### config.mk
export PLATFORM = sky130hd
export DESIGN_NAME = serial_cfg_bank
export DESIGN_NICKNAME = d
export VERILOG_FILES = /design/src/rtl/serial_cfg_bank.sv
export SDC_FILE = /design/constraint.sdc
export NUM_CORES = 1
export LEC_CHECK = 0
export BUFFER_PORTS_ARGS = -buffer_cell sky130_fd_sc_hd__buf_2
export CAP_MARGIN = 10
export CORE_ASPECT_RATIO = 1.4
export CORE_MARGIN = 3
export CORE_UTILIZATION = 25
export DETAILED_ROUTE_END_ITERATION = 16
export SYNTH_ARGS = -nofsm -noshare
export SYNTH_HDL_FRONTEND = slang
export SYNTH_SLANG_ARGS = --single-unit
### constraint.sdc
create_clock -name clk -period 4.7 [get_ports clk]
set_input_delay 0.47 -clock clk [delete_from_list [all_inputs] [get_ports clk]]
set_output_delay 0.47 -clock clk [all_outputs]
set_load 0.02 [all_outputs]
### src/rtl/serial_cfg_bank.sv
module serial_cfg_bank #(
  parameter int ADDR_W   = 3,
  parameter int DATA_W   = 8,
  parameter int SYNC_N   = 2,
  parameter int MODE_A   = 6,
  parameter int SRST_BIT = 6,
  parameter int PD_BIT   = 7,
  parameter int GAIN_IGN = 2,
  parameter logic [DATA_W-1:0] OFFS_RST = 8'h40
) (
  input  logic                         clk,
  input  logic                         rst_n,
  input  logic                         sel_mode,
  input  logic                         ld_n,
  input  logic                         sclk,
  input  logic                         sdata,
  output logic                         bus_oe,
  output logic [(1<<ADDR_W)*DATA_W-1:0] regs_o,
  output logic                         cfg_valid
);
  localparam int NREG  = 1 << ADDR_W;
  localparam int FRAME = ADDR_W + DATA_W;
  localparam int CW    = $clog2(FRAME + 1);
  localparam logic [CW-1:0] FULL = CW'(FRAME);

  function automatic logic [DATA_W-1:0] dflt(input int a);
    return (a < MODE_A && a % 2 == 1) ? OFFS_RST : '0;
  endfunction

  function automatic logic [DATA_W-1:0] keep_mask(input int a);
    logic [DATA_W-1:0] m;
    m = '1;
    if (a < MODE_A && a % 2 == 0) m[GAIN_IGN-1:0] = '0;
    return m;
  endfunction

  logic [SYNC_N-1:0] ld_sy, ck_sy, dt_sy;
  logic ld_q, ck_q;
  logic [CW-1:0] cnt;
  logic [FRAME-1:0] shreg;
  logic [DATA_W-1:0] bank [NREG];

  wire ld_s = ld_sy[SYNC_N-1];
  wire ck_s = ck_sy[SYNC_N-1];
  wire dt_s = dt_sy[SYNC_N-1];

  wire ld_fall = sel_mode & ~ld_s & ld_q;
  wire ld_rise = sel_mode & ld_s & ~ld_q;
  wire ck_rise = sel_mode & ~ld_s & ck_s & ~ck_q;
  wire commit  = ld_rise && cnt == FULL;

  wire [ADDR_W-1:0] waddr = shreg[FRAME-1:DATA_W];
  wire [DATA_W-1:0] wdata = shreg[DATA_W-1:0];
  wire to_mode = commit && waddr == ADDR_W'(MODE_A);
  wire soft_rst = to_mode && wdata[SRST_BIT];

  assign bus_oe = ~sel_mode;

  always_ff @(posedge clk or negedge rst_n) begin
    if (!rst_n) begin
      ld_sy <= '1;
      ck_sy <= '0;
      dt_sy <= '0;
      ld_q  <= 1'b1;
      ck_q  <= 1'b0;
    end else begin
      ld_sy <= {ld_sy[SYNC_N-2:0], ld_n};
      ck_sy <= {ck_sy[SYNC_N-2:0], sclk};
      dt_sy <= {dt_sy[SYNC_N-2:0], sdata};
      ld_q  <= ld_s;
      ck_q  <= ck_s;
    end
  end

  always_ff @(posedge clk or negedge rst_n) begin
    if (!rst_n) begin
      cnt   <= '0;
      shreg <= '0;
    end else if (!sel_mode || ld_fall) begin
      cnt   <= '0;
      shreg <= '0;
    end else if (ck_rise && cnt != FULL) begin
      cnt   <= cnt + 1'b1;
      shreg <= {shreg[FRAME-2:0], dt_s};
    end
  end

  always_ff @(posedge clk or negedge rst_n) begin
    if (!rst_n) begin
      for (int i = 0; i < NREG; i++) bank[i] <= dflt(i);
    end else if (soft_rst) begin
      for (int i = 0; i < NREG; i++) bank[i] <= dflt(i);
    end else if (commit) begin
      for (int i = 0; i < NREG; i++)
        if (waddr == ADDR_W'(i)) bank[i] <= wdata & keep_mask(i);
    end
  end

  always_ff @(posedge clk or negedge rst_n) begin
    if (!rst_n)        cfg_valid <= 1'b1;
    else if (soft_rst) cfg_valid <= 1'b1;
    else if (to_mode)  cfg_valid <= ~wdata[PD_BIT];
  end

  for (genvar g = 0; g < NREG; g++) begin : g_out
    assign regs_o[g*DATA_W +: DATA_W] = bank[g];
  end
endmodule

# Word-level counts from Yosys, hierarchy flattened
# Cells that the tools add are included.
# W data, S select, Z words.
dict set report totals {
  register_bits 88
  latchBits 0
  ramBits 0
  romBits 0
  in_bits 6
  output_inout_bits 66
  elab_cells 91
  mem_count 0
}
dict set report classes {
  addsub 1
  n_mul 0
  div_mod_pow 0
  magnitude_cmp 0
  n_eq_ne 9
  n_shift 0
  mux 25
  n_bitwise 14
  n_reduce_logical 26
}
# operator n
set op_table {}
lappend op_table {{$mux W64} 2}
lappend op_table {{$mux W8} 8}
lappend op_table {{$and A8 B8 Y8} 3}
lappend op_table {{$mux W11} 2}
lappend op_table {{$reduce_bool A2 Y1} 11}
lappend op_table {{$mux W2} 9}
lappend op_table {{$reduce_and A2 Y1} 8}
lappend op_table {{$eq A3 B3 Y1 const B} 4}
lappend op_table {{$mux W4} 2}
lappend op_table {{$and A1 B1 Y1} 6}
lappend op_table {{$eq A3 B2 Y1 const B} 2}
lappend op_table {{$not A1 Y1} 5}
lappend op_table {{$add A4 B1 Y4 const B} 1}
lappend op_table {{$eq A4 B4 Y1 const B} 1}
lappend op_table {{$logic_and A1 B1 Y1} 4}
lappend op_table {{$ne A4 B4 Y1 const B} 1}
lappend op_table {{$eq A3 B1 Y1 const B} 1}
lappend op_table {{$logic_not A3 Y1} 1}
lappend op_table {{$mux W1} 2}
lappend op_table {{$logic_not A1 Y1} 1}
lappend op_table {{$logic_or A1 B1 Y1} 1}

# Longest topological paths before layout
# Gate-level depths: netlist of the first run.
dict set report depth {
  depth_word 10
  depth_mapped 6
  ltp_nobuf 4
}

# Worst setup path before layout of the first run
# OpenSTA, ideal clock, no wires.
dict set report synth_path {
  path_kind {register to register}
  from {reg ld_sy[1]}
  to {reg bank (netlist bit regs_o[48])}
  setup_ps 125
  arrival_ps 1505
  required_ps 4575
  path_slack_ps 3070
  path_stages_with_launch 5
  n_path_buf 1
  synth_period_minus_slack_ps 1630
  path_cell_list {dfstp_2 > buf_2 > nand4b_4 > nor3_4 > mux2_2}
}
dict set report synth_via {
  elab_chain_len 7
  elab_cells_between_ends 9
}
# element line
set synth_rtl {}
lappend synth_rtl {{start, declared} 37} ;# logic [SYNC_N-1:0] ld_sy, ck_sy, dt_sy;
lappend synth_rtl {{start signal, assigned} 67} ;# ld_sy <= {ld_sy[SYNC_N-2:0], ld_n};
lappend synth_rtl {{$and A1 B1 Y1 * (2 in series)} 48} ;# wire ld_rise = sel_mode & ld_s & ~ld_q;
lappend synth_rtl {{$logic_and A1 B1 Y1 *} 50} ;# wire commit = ld_rise && cnt == FULL;
lappend synth_rtl {{$logic_and A1 B1 Y1} 54} ;# wire to_mode = commit && waddr == ADDR_W'(MODE_A);
lappend synth_rtl {{$logic_and A1 B1 Y1} 55} ;# wire soft_rst = to_mode && wdata[SRST_BIT];
lappend synth_rtl {{$reduce_bool A2 Y1 (no line)} -}
lappend synth_rtl {{$reduce_and A2 Y1 (no line)} -}
lappend synth_rtl {{end signal, assigned by index} 95} ;# if (waddr == ADDR_W'(i)) bank[i] <= wdata & keep_mask(i);
lappend synth_rtl {{end, declared} 41} ;# logic [DATA_W-1:0] bank [NREG];
# Mark *: on every way between the ends. The rest lies on a longest branch, timed or not.
# A chain may end at the register's enable or synchronous reset.

# Worst setup path in the final report of the first run
dict set report layout_path {
  from {reg cnt[0]}
  to {reg bank (netlist bit regs_o[7])}
}
dict set report layout_via {
  elab_chain_len 6
  elab_cells_between_ends 8
}
# element line
set layout_rtl {}
lappend layout_rtl {{start, declared} 39} ;# logic [CW-1:0] cnt;
lappend layout_rtl {{start signal, assigned} 83} ;# cnt <= cnt + 1'b1;
lappend layout_rtl {{$eq A4 B4 Y1 *} 50}
lappend layout_rtl {{$logic_and A1 B1 Y1 *} 50}
lappend layout_rtl {{$logic_and A1 B1 Y1} 54}
lappend layout_rtl {{$logic_and A1 B1 Y1} 55}
lappend layout_rtl {{$reduce_bool A2 Y1 (no line)} -}
lappend layout_rtl {{$reduce_and A2 Y1 (no line)} -}
# Marks and branches as above.

==> results of run 1 <==
-- registers in the layout, indices dropped and copies added (netlist names) --
| register | flops |
|---|---|
| shreg | 11 |
| cnt | 4 |
| dt_sy | 2 |
| cfg_valid | 1 |
| ck_q | 1 |
| ld_sy | 2 |
| ck_sy | 2 |
| ld_q | 1 |
| regs_o | 58 |
-- where the power goes --
group	leakage, nW	total, mW	switching [mW]	internal, mW
registers	1.07	0.715	0.00382	0.711
logic	0.864	0.0339	0.0282	0.00572
clock network	0.143	0.699	0.286	0.413
-- logic make-up (layout without fill, tap and decap cells) --
logic type,Yosys count,count (layout)
compound gates,102,102
xor+xnor,1,1
fa+ha+maj,1,1
buf+inv,49,94
flops,82,82
mux,8,8
other cells,1,6
simple gates,95,95
-- area by class of cell --
type,count,area [um^2],share of cell area
clock buffer,10,229,0.0513
clock inverter,6,65.1,0.0146
inverter,11,41.3,0.00926
multi-input combinational,213,1480,0.333
sequential,82,2060,0.462
tap,189,236,0.0530
timing repair buffer,67,343,0.0769
-- worst register-to-register path, stage by stage, from the launching register on --
cell and delay [ps]:
dfrtp_1 380, ha_1 260, and3b_1 670, buf_4 330, o2111ai_1 290, a32o_1 300
-- synthesized netlist by cell type (2+ instances only) --
master | instances | share of area
a211o_1 | 2 | 0.0047
a21oi_1 | 18 | 0.024
a22o_1 | 21 | 0.049
a311o_1 | 3 | 0.0080
a31oi_1 | 7 | 0.012
a32o_1 | 5 | 0.013
and3_1 | 2 | 0.0033
and3b_1 | 2 | 0.0047
and4b_1 | 2 | 0.0053
buf_2 | 15 | 0.020
buf_4 | 9 | 0.018
clkbuf_1 | 13 | 0.013
dfrtp_1 | 75 | 0.50
dfstp_2 | 7 | 0.049
inv_1 | 11 | 0.011
mux2_2 | 7 | 0.021
nand2_1 | 10 | 0.010
nand2b_1 | 2 | 0.0033
nand3_1 | 21 | 0.028
nand4_1 | 5 | 0.0083
nand4bb_1 | 3 | 0.0090
nor2_1 | 8 | 0.0080
nor2b_1 | 6 | 0.010
nor3_1 | 11 | 0.015
nor3_2 | 2 | 0.0053
nor4_1 | 9 | 0.015
o211ai_1 | 9 | 0.018
o21ai_0 | 22 | 0.029
o31ai_1 | 2 | 0.0040
o41ai_1 | 7 | 0.016
or3_1 | 2 | 0.0033
-- worst min-delay path by stage --
stage / from / endpoint / slack [ps]
2_1_floorplan: rst_n / ck_q / 170
4_1_cts: ld_n / ld_sy[0] / 210
3_5_place_dp: ck_sy[0] / ck_sy[1] / 340
5_1_grt: sdata / dt_sy[0] / 220
6_report: ld_n / ld_sy[0] / 230
3_3_place_gp: ck_sy[0] / ck_sy[1] / 340
-- stage by stage --
step	cell area [um^2]	hold slack, ps	instances
after global routing	4460	218	578
after CTS	4460	215	578
after floorplan	3780	174	344
after global placement	4170	336	562
final	4460	227	578
after detailed placement	4170	336	562
-- metal layers --
layer  track usage  vias up
met1         0.159     1445
met3        0.0299       15
met5             0        -
met2         0.212      102
li1              -     1365
met4        0.0480        0
==> results.json, run 1 <==
{
  "status": "finished, final reports clean",
  "critical_path_depth": 5,
  "crit_path_start_kind": "register",
  "layout_commonest_cell": "dfrtp_1",
  "final_cell_mix": "75 x dfrtp_1, 64 x buf_2, 22 x o21ai_0",
  "wl_met2_um": 5230,
  "pwr_density_cell_nw_per_um2": 325,
  "p_leak_nw": 2.08,
  "via_per_inst": 5.06,
  "ys.flop_type": "dfrtp_1",
  "cp-end-kind": "register",
  "syn_inst": 339,
  "fmax_mhz": 424,
  "crit_path_max_fanout": 21,
  "syn_area_um2": 3760,
  "synth_compound_area_frac": 0.196,
  "drc_errors": 0,
  "cp.arrival_ps": 2580,
  "place_ws_ps": 2380,
  "post_cts_buffers": 0,
  "first_global_vias": 2869,
  "dr.pass1.iters": 4,
  "dieArea_um2": 16600,
  "crit_family": "simple AND/OR/NAND/NOR gates",
  "power_mw": 1.45,
  "post-dp-hpwl_um": 7010,
  "die_y_um": 151,
  "route.met3.wl_um": 717,
  "die_w_um": 110,
  "setup_viol": 0,
  "cp-endpoint": "regs_o[7]",
  "rsz0062_at_grt": "false",
  "numPortBuffers": 65,
  "cp-startpoint": "cnt[0]",
  "final_util": 0.306,
  "worst-path-buf-inv": 1,
  "peakVddDrop_uv": 141,
  "detail_route.wl_per_cell_um": 17.6,
  "avgSynthCellArea_um2": 11.1,
  "layout.nets": 391,
  "wl_met1_um": 4070,
  "cts_buffers": 9,
  "drt_iter0_markers": 272,
  "clock_path_buffers": 2,
  "diodes": 0,
  "hold_buffers": 0,
  "r2r_cells": 5,
  "ys_seq_area_frac": 0.548,
  "slowest_stage": "and3b_1",
  "cts-root-buf": "clkbuf_16",
  "drtAntennaViolNets": 0,
  "route.vias.total": 2927,
  "dr.max_layer_used": "met4",
  "num-fill-cells": 1512,
  "min_path_cells": 1,
  "cts_resized": 0,
  "synth_xor_area_frac": 0.00233,
  "synth_edf_count": 0,
  "overflow": 0,
  "final.setup.worst_slack_ps": 2340,
  "critPathKind": "reg2reg",
  "fin_setup_tns_ps": 0,
  "core_um2": 14600,
  "max_stage_delay_ps": 670,
  "r2r_start": "cnt[0]",
  "routed_wirelength_um": 10200,
  "final-max-slew-violation-count": 0,
  "yosys.area_share.adder": 0.00332,
  "yosysUniqueCellTypes": 52,
  "gp_congestion": 0.749,
  "grt_first_pass_wirelength_um": 16200,
  "cap_violations": 0,
  "synthArstFlopShare": 1.00,
  "clock_latency_ps": 340,
  "muxShareOfSynthArea": 0.0236,
  "r2r_slack_ps": 2340,
  "synth_top_family_by_area": "compound AO/OA/AOI/OAI gates",
  "cts_max_level": 3,
  "synth_warnings": 0,
  "worstMarginPinSlew_ps": 1050,
  "fin_crit_sh": 0.502,
  "grt.total_usage": 0.127,
  "cts_tree": "built",
  "grt_max_degree": 83,
  "finalHoldViolations": 0,
  "synth_simple_gate_area_frac": 0.163,
  "ioPinCount": 72,
  "rows": 52,
  "syn_to_final_growth_pct": 18.5,
  "synth_seq_cells": 82,
  "fin_skew_ps": 9.69,
  "fin_crit_ps": 2360,
  "cp.required_ps": 4920,
  "clkTransAtPathRegs_ps": 60,
  "hold_class": "in2reg",
  "initial_core_util": 0.258,
  "max-slew-margin-rel": 0.295,
  "cts_sinks": 82,
  "drive_above_1_share": 0.267,
  "path_cells": "ha_1, and3b_1, buf_4, o2111ai_1, a32o_1",
  "r2r_end": "regs_o[7]",
  "grt_antenna_before_repair": 0
}
Note: power is estimated with default switching activity, not from simulation.
==> inputs of run 2 (changes only) <==
==> constraint.sdc (replaced) <==
create_clock -name clk -period 2.3 [get_ports clk]
set_input_delay 0.23 -clock clk [delete_from_list [all_inputs] [get_ports clk]]
set_output_delay 0.23 -clock clk [all_outputs]
set_load 0.02 [all_outputs]
==> run 2 against run 1 <==
Against the previous run:
- largest cell class unchanged
- critical path depth is the same
- clock power rose by 87%
- die area is the same
- register-to-register slack got worse by 2100 ps
- sequential share of layout area decreased by 1.1 points
- highest routed layer unchanged
- cell area up 2.4%
==> results.json, run 2 (synthesis gave the netlist of run 1 again) <==
{
  "dpl_cell_area_um2": 4260,
  "cts_sinks": 82,
  "overflow": 0,
  "r2r_start": "cnt[0]",
  "fin_crit_ps": 2070,
  "cp.required_ps": 2570,
  "cp-startpoint": "cnt[0]",
  "finalHoldViolations": 0,
  "die_y_um": 151,
  "syn_to_final_growth_pct": 21.3,
  "post_cts_buffers": 0,
  "max_stage_delay_ps": 510,
  "hold_class": "reg2reg",
  "ioPinCount": 72,
  "drive_above_1_share": 0.278,
  "crit_path_max_fanout": 23,
  "drtAntennaViolNets": 0,
  "r2r_end": "regs_o[8]",
  "peakVddDrop_uv": 313,
  "routed_wirelength_um": 10200,
  "die_w_um": 110,
  "largest_register_ffs": 58,
  "drc_errors": 0,
  "dr.pass1.iters": 5,
  "cts_max_level": 3,
  "route.vias.total": 3001,
  "min_from": "ck_sy[0]",
  "initial_core_util": 0.258,
  "clkTransAtPathRegs_ps": 60,
  "cts_resized": 0,
  "path_cells": "ha_1, nand3b_4, buf_4, nor3_2, a22o_1",
  "finalInstanceArea_um2": 4560,
  "final_util": 0.313,
  "fin_skew_ps": 6.15,
  "gp_congestion": 0.794,
  "layout.nets": 406,
  "rsz0062_at_grt": "false",
  "cts-root-buf": "clkbuf_16",
  "holdPathEnd": "ck_sy[1]",
  "r2r_cells": 5,
  "clock_path_buffers": 2,
  "clock_latency_ps": 340,
  "setup_viol": 0,
  "first_global_vias": 2834,
  "via_per_inst": 5.07,
  "core_um2": 14600,
  "grt.total_usage": 0.125,
  "worstMarginPinSlew_ps": 610,
  "min_path_cells": 0,
  "crit_path_start_kind": "register",
  "r2r_slack_ps": 230,
  "cap_violations": 0,
  "diodes": 0,
  "fmax_mhz": 482,
  "final-max-slew-violation-count": 0,
  "slowest_stage": "nor3_2",
  "post-dp-hpwl_um": 6990,
  "grt_antenna_before_repair": 0,
  "max-slew-margin-rel": 0.592,
  "rows": 52,
  "dieArea_um2": 16600,
  "status": "finished, final reports clean",
  "cp-end-kind": "register",
  "grt_first_pass_wirelength_um": 15900,
  "final_cell_mix": "75 x dfrtp_1, 64 x buf_2, 22 x o21ai_0",
  "detail_route.wl_per_cell_um": 17.3,
  "fin_setup_tns_ps": 0,
  "layout_commonest_cell": "dfrtp_1",
  "cts_tree": "built",
  "critPathKind": "reg2reg",
  "num-fill-cells": 1523,
  "fin_crit_sh": 0.902,
  "numPortBuffers": 65,
  "drt_iter0_markers": 274,
  "hold_ws_ps": 347,
  "cp.arrival_ps": 2350,
  "pwr_density_cell_nw_per_um2": 624,
  "cts_buffers": 9,
  "p_leak_nw": 2.14,
  "grt_max_degree": 83
}
## run 2: changes by cell type in the layout (fill, tap and decap cells not counted), moves of 2 or more
cell           previous run  this run
buf_4                     3        13
inv_6                     2         0
dlygate4sd3_1             0         4
clkbuf_1                  1         3
## run 2: power breakdown
| part | switching [mW] | total (mW) | internal, mW |
|---|---|---|---|
| Sequential | 0.00749 | 1.46 | 1.45 |
| Combinational | 0.0593 | 0.0819 | 0.0226 |
| Clock | 0.549 | 1.31 | 0.756 |
| Total | 0.616 | 2.85 | 2.23 |
## run 2: worst max-delay path by stage
stage                             to  depth (start not counted)
after global routing      regs_o[30]                          5
after detailed placement  regs_o[30]                          5
final                      regs_o[8]                          5
after global placement    regs_o[30]                          5
after CTS                 regs_o[30]                          5
after floorplan           regs_o[48]                          4
## run 2: layer usage
layer  global-route usage  vias to the layer above  wire length [um]
met4               0.0412                        0               216
met1                0.156                     1498              4320
met3               0.0380                       19               566
li1                     -                     1384                 -
met5                    0                        -                 0
met2                0.205                      100              5120
## run 2: final cells by class
| class | count | area, um^2 | area share |
|---|---|---|---|
| clock buffers | 13 | 250 | 0.0548 |
| clock inverters | 2 | 13.8 | 0.00302 |
| inverters | 11 | 41.3 | 0.00905 |
| multi-input cells | 213 | 1480 | 0.325 |
| flip-flops and latches | 82 | 2060 | 0.451 |
| well taps | 189 | 236 | 0.0518 |
| repair buffers | 82 | 478 | 0.105 |
## run 2: stage by stage
| stage | power, mW | worst slack, ps | instances |
|---|---|---|---|
| 4_1_cts | 2.87 | 256 | 592 |
| 5_1_grt | 2.95 | 127 | 592 |
| 6_report | 2.85 | 225 | 592 |
| 3_3_place_gp | 1.56 | 322 | 573 |
| 2_1_floorplan | 1.53 | 670 | 344 |
| 3_5_place_dp | 1.57 | 272 | 573 |
## run 2: critical path: cells and delay by family, from the launching register on
kind / cells / cell delay [ps]
simple gates: 2 / 800
flops: 1 / 380
buf+inv: 1 / 330
fa+ha+maj: 1 / 270
compound gates: 1 / 220
## run 2: what timing repair did
action                                  in CTS  in global routing
endpoints found under the setup margin       0                  0
hold buffers                                 4                  0
hold endpoints to repair                    78                  0
==> inputs of run 3 (changes only) <==
--- a/config.mk
+++ b/config.mk
@@ -10,6 +10,7 @@
 export CORE_ASPECT_RATIO = 1.4
 export CORE_MARGIN = 3
 export CORE_UTILIZATION = 25
+export CTS_BUF_LIST = sky130_fd_sc_hd__clkbuf_4
 export DETAILED_ROUTE_END_ITERATION = 16
 export SYNTH_ARGS = -nofsm -noshare
 export SYNTH_HDL_FRONTEND = slang
==> constraint.sdc (replaced) <==
create_clock -name clk -period 2.3 [get_ports clk]
set_input_delay 0.345 -clock clk [delete_from_list [all_inputs] [get_ports clk]]
set_output_delay 0.345 -clock clk [all_outputs]
set_load 0.02 [all_outputs]
==> run 3 against run 2 <==
Against the previous run:
- hold slack worse by 37 ps
- wire length down 1.9%
- register-to-register slack about the same
- largest cell class unchanged
- clock skew up 7.4 ps
- power down 21%
- sequential power about the same
- flip-flop and latch count unchanged
- worst setup slack better by 9.6 ps
- cell count up 0.17%
- critical endpoint is now regs_o[30]
- fmax up 0.46%
- utilization down 1.1 points
==> results.json, run 3 (synthesis gave the netlist of run 1 again) <==
{
  "rsz0062_at_grt": "false",
  "grt_use_met2": 0.208,
  "cp.required_ps": 2680,
  "swShare": 0.247,
  "die_w_um": 110,
  "final_util": 0.303,
  "fin_crit_sh": 0.898,
  "dieArea_um2": 16600,
  "overflow": 0,
  "final_cell_mix": "75 x dfrtp_1, 64 x buf_2, 22 x o21ai_0",
  "grt.total_usage": 0.127,
  "comb_power_share": 0.036,
  "cp.arrival_ps": 2440,
  "via_per_inst": 4.95,
  "p_int_mw": 1.70,
  "dp.cells": 573,
  "pwr_density_cell_nw_per_um2": 512,
  "cts_tree": "built",
  "cap_violations": 0,
  "drtAntennaViolNets": 0,
  "drc_errors": 0,
  "gp_congestion": 0.789,
  "largest_register_ffs": 58,
  "post-dp-hpwl_um": 7100,
  "ioPinCount": 72,
  "clock_path_buffers": 2,
  "final_cell_count_no_fill": 593,
  "clkTransAtPathRegs_ps": 130,
  "worstMarginPinSlew_ps": 603,
  "numPortBuffers": 65,
  "die_y_um": 151,
  "cts_resized": 0,
  "seq_power_share": 0.646,
  "detail_route.wl_per_cell_um": 16.9,
  "fin_crit_ps": 2070,
  "dr.pass1.iters": 4,
  "drive_above_1_share": 0.282,
  "clkPwrFrac": 0.317,
  "grt_first_pass_wirelength_um": 16000,
  "rows": 52,
  "r2r_start": "cnt[0]",
  "final-max-slew-violation-count": 0,
  "status": "finished, final reports clean",
  "fin_skew_ps": 13.6,
  "routed_wirelength_um": 10000,
  "grt_antenna_before_repair": 0,
  "diodes": 0,
  "setup_viol": 0,
  "fmax_mhz": 484,
  "r2r_end": "regs_o[30]",
  "cts_sinks": 82,
  "drt_iter0_markers": 282,
  "crit_path_start_kind": "register",
  "hold_class": "in2async",
  "r2r_slack_ps": 230,
  "cts_max_level": 3,
  "finalHoldViolations": 0,
  "clock_latency_ps": 440,
  "p_leak_nw": 2.07,
  "first_global_vias": 2929,
  "p_switching_mw": 0.558,
  "fin_setup_tns_ps": 0,
  "max-slew-margin-rel": 0.598,
  "peakVddDrop_uv": 189,
  "met3_usage": 0.0269,
  "grt_max_degree": 61,
  "cp-end-kind": "register",
  "cts-root-buf": "clkbuf_4",
  "num-fill-cells": 1540,
  "layout_commonest_cell": "dfrtp_1",
  "route.vias.total": 2937,
  "critPathKind": "reg2reg",
  "r2r_cells": 5,
  "initial_core_util": 0.258,
  "grt.busiest_layer": "met2",
  "crit_path_max_fanout": 22,
  "gr-usage-met1": 0.159,
  "syn_to_final_growth_pct": 17.2,
  "core_um2": 14600,
  "cts_buffers": 9,
  "layout.nets": 406
}
==> run 3: cell count changes in the layout (fill, tap and decap cells not counted), sizes merged <==
cell      delta
clkinv       +3
clkbuf       -3
clkinvlp     +1
==> run 3: final cells by class <==
type | count | area (um^2) | share of cell area
clock buffers | 10 | 75.1 | 0.0170
clock inverters | 6 | 33.8 | 0.00766
inverters | 11 | 41.3 | 0.00936
multi-input cells | 213 | 1480 | 0.337
flip-flops and latches | 82 | 2060 | 0.467
well taps | 189 | 236 | 0.0536
repair buffers | 82 | 478 | 0.108
==> run 3: what timing repair did <==
item                      CTS  global route
hold endpoints to repair   24             0
hold buffers                4             0
buffers inserted            0             0
==> run 3: critical path, stage by stage (launching register included) <==
cell and delay (ps):
dfrtp_1 400, ha_1 270, and3b_1 580, buf_4 340
nand3_1 100, a211o_1 320
==> run 3: how the worst max path moves through the flow <==
stage,from,endpoint,slack [ps],cells after the start
floorplan,ld_sy[1],regs_o[48],670,4
global placement,cnt[0],regs_o[30],320,5
detailed placement,cnt[0],regs_o[30],250,5
CTS,cnt[0],regs_o[30],230,5
global route,cnt[0],regs_o[3],80,4
finish,cnt[0],regs_o[30],230,5
==> run 3: metal layers <==
metal,vias to the layer above,share of wire
met3,11,0.048
li1,1386,-
met2,82,0.53
met5,-,0
met1,1458,0.41
met4,0,0.016
==> run 3: power groups by stage <==
stage / Sequential, mW / Clock [mW] / Combinational (mW)
after floorplan: 1.48 / 0 / 0.0432
after global placement: 1.49 / 0 / 0.0777
after detailed placement: 1.49 / 0 / 0.0797
after CTS: 1.46 / 0.741 / 0.0847
after global routing: 1.46 / 0.813 / 0.0933
final: 1.46 / 0.716 / 0.0821
==> run 3: per-stage QoR <==
stage | worst slack (ps) | hold slack, ps | power (mW) | cell area (um^2)
final | 235 | 310 | 2.26 | 4410
after CTS | 228 | 299 | 2.28 | 4410
after global placement | 323 | 257 | 1.56 | 4260
after floorplan | 670 | 49.4 | 1.53 | 3780
after global routing | 83.5 | 317 | 2.37 | 4410
after detailed placement | 252 | 265 | 1.57 | 4260
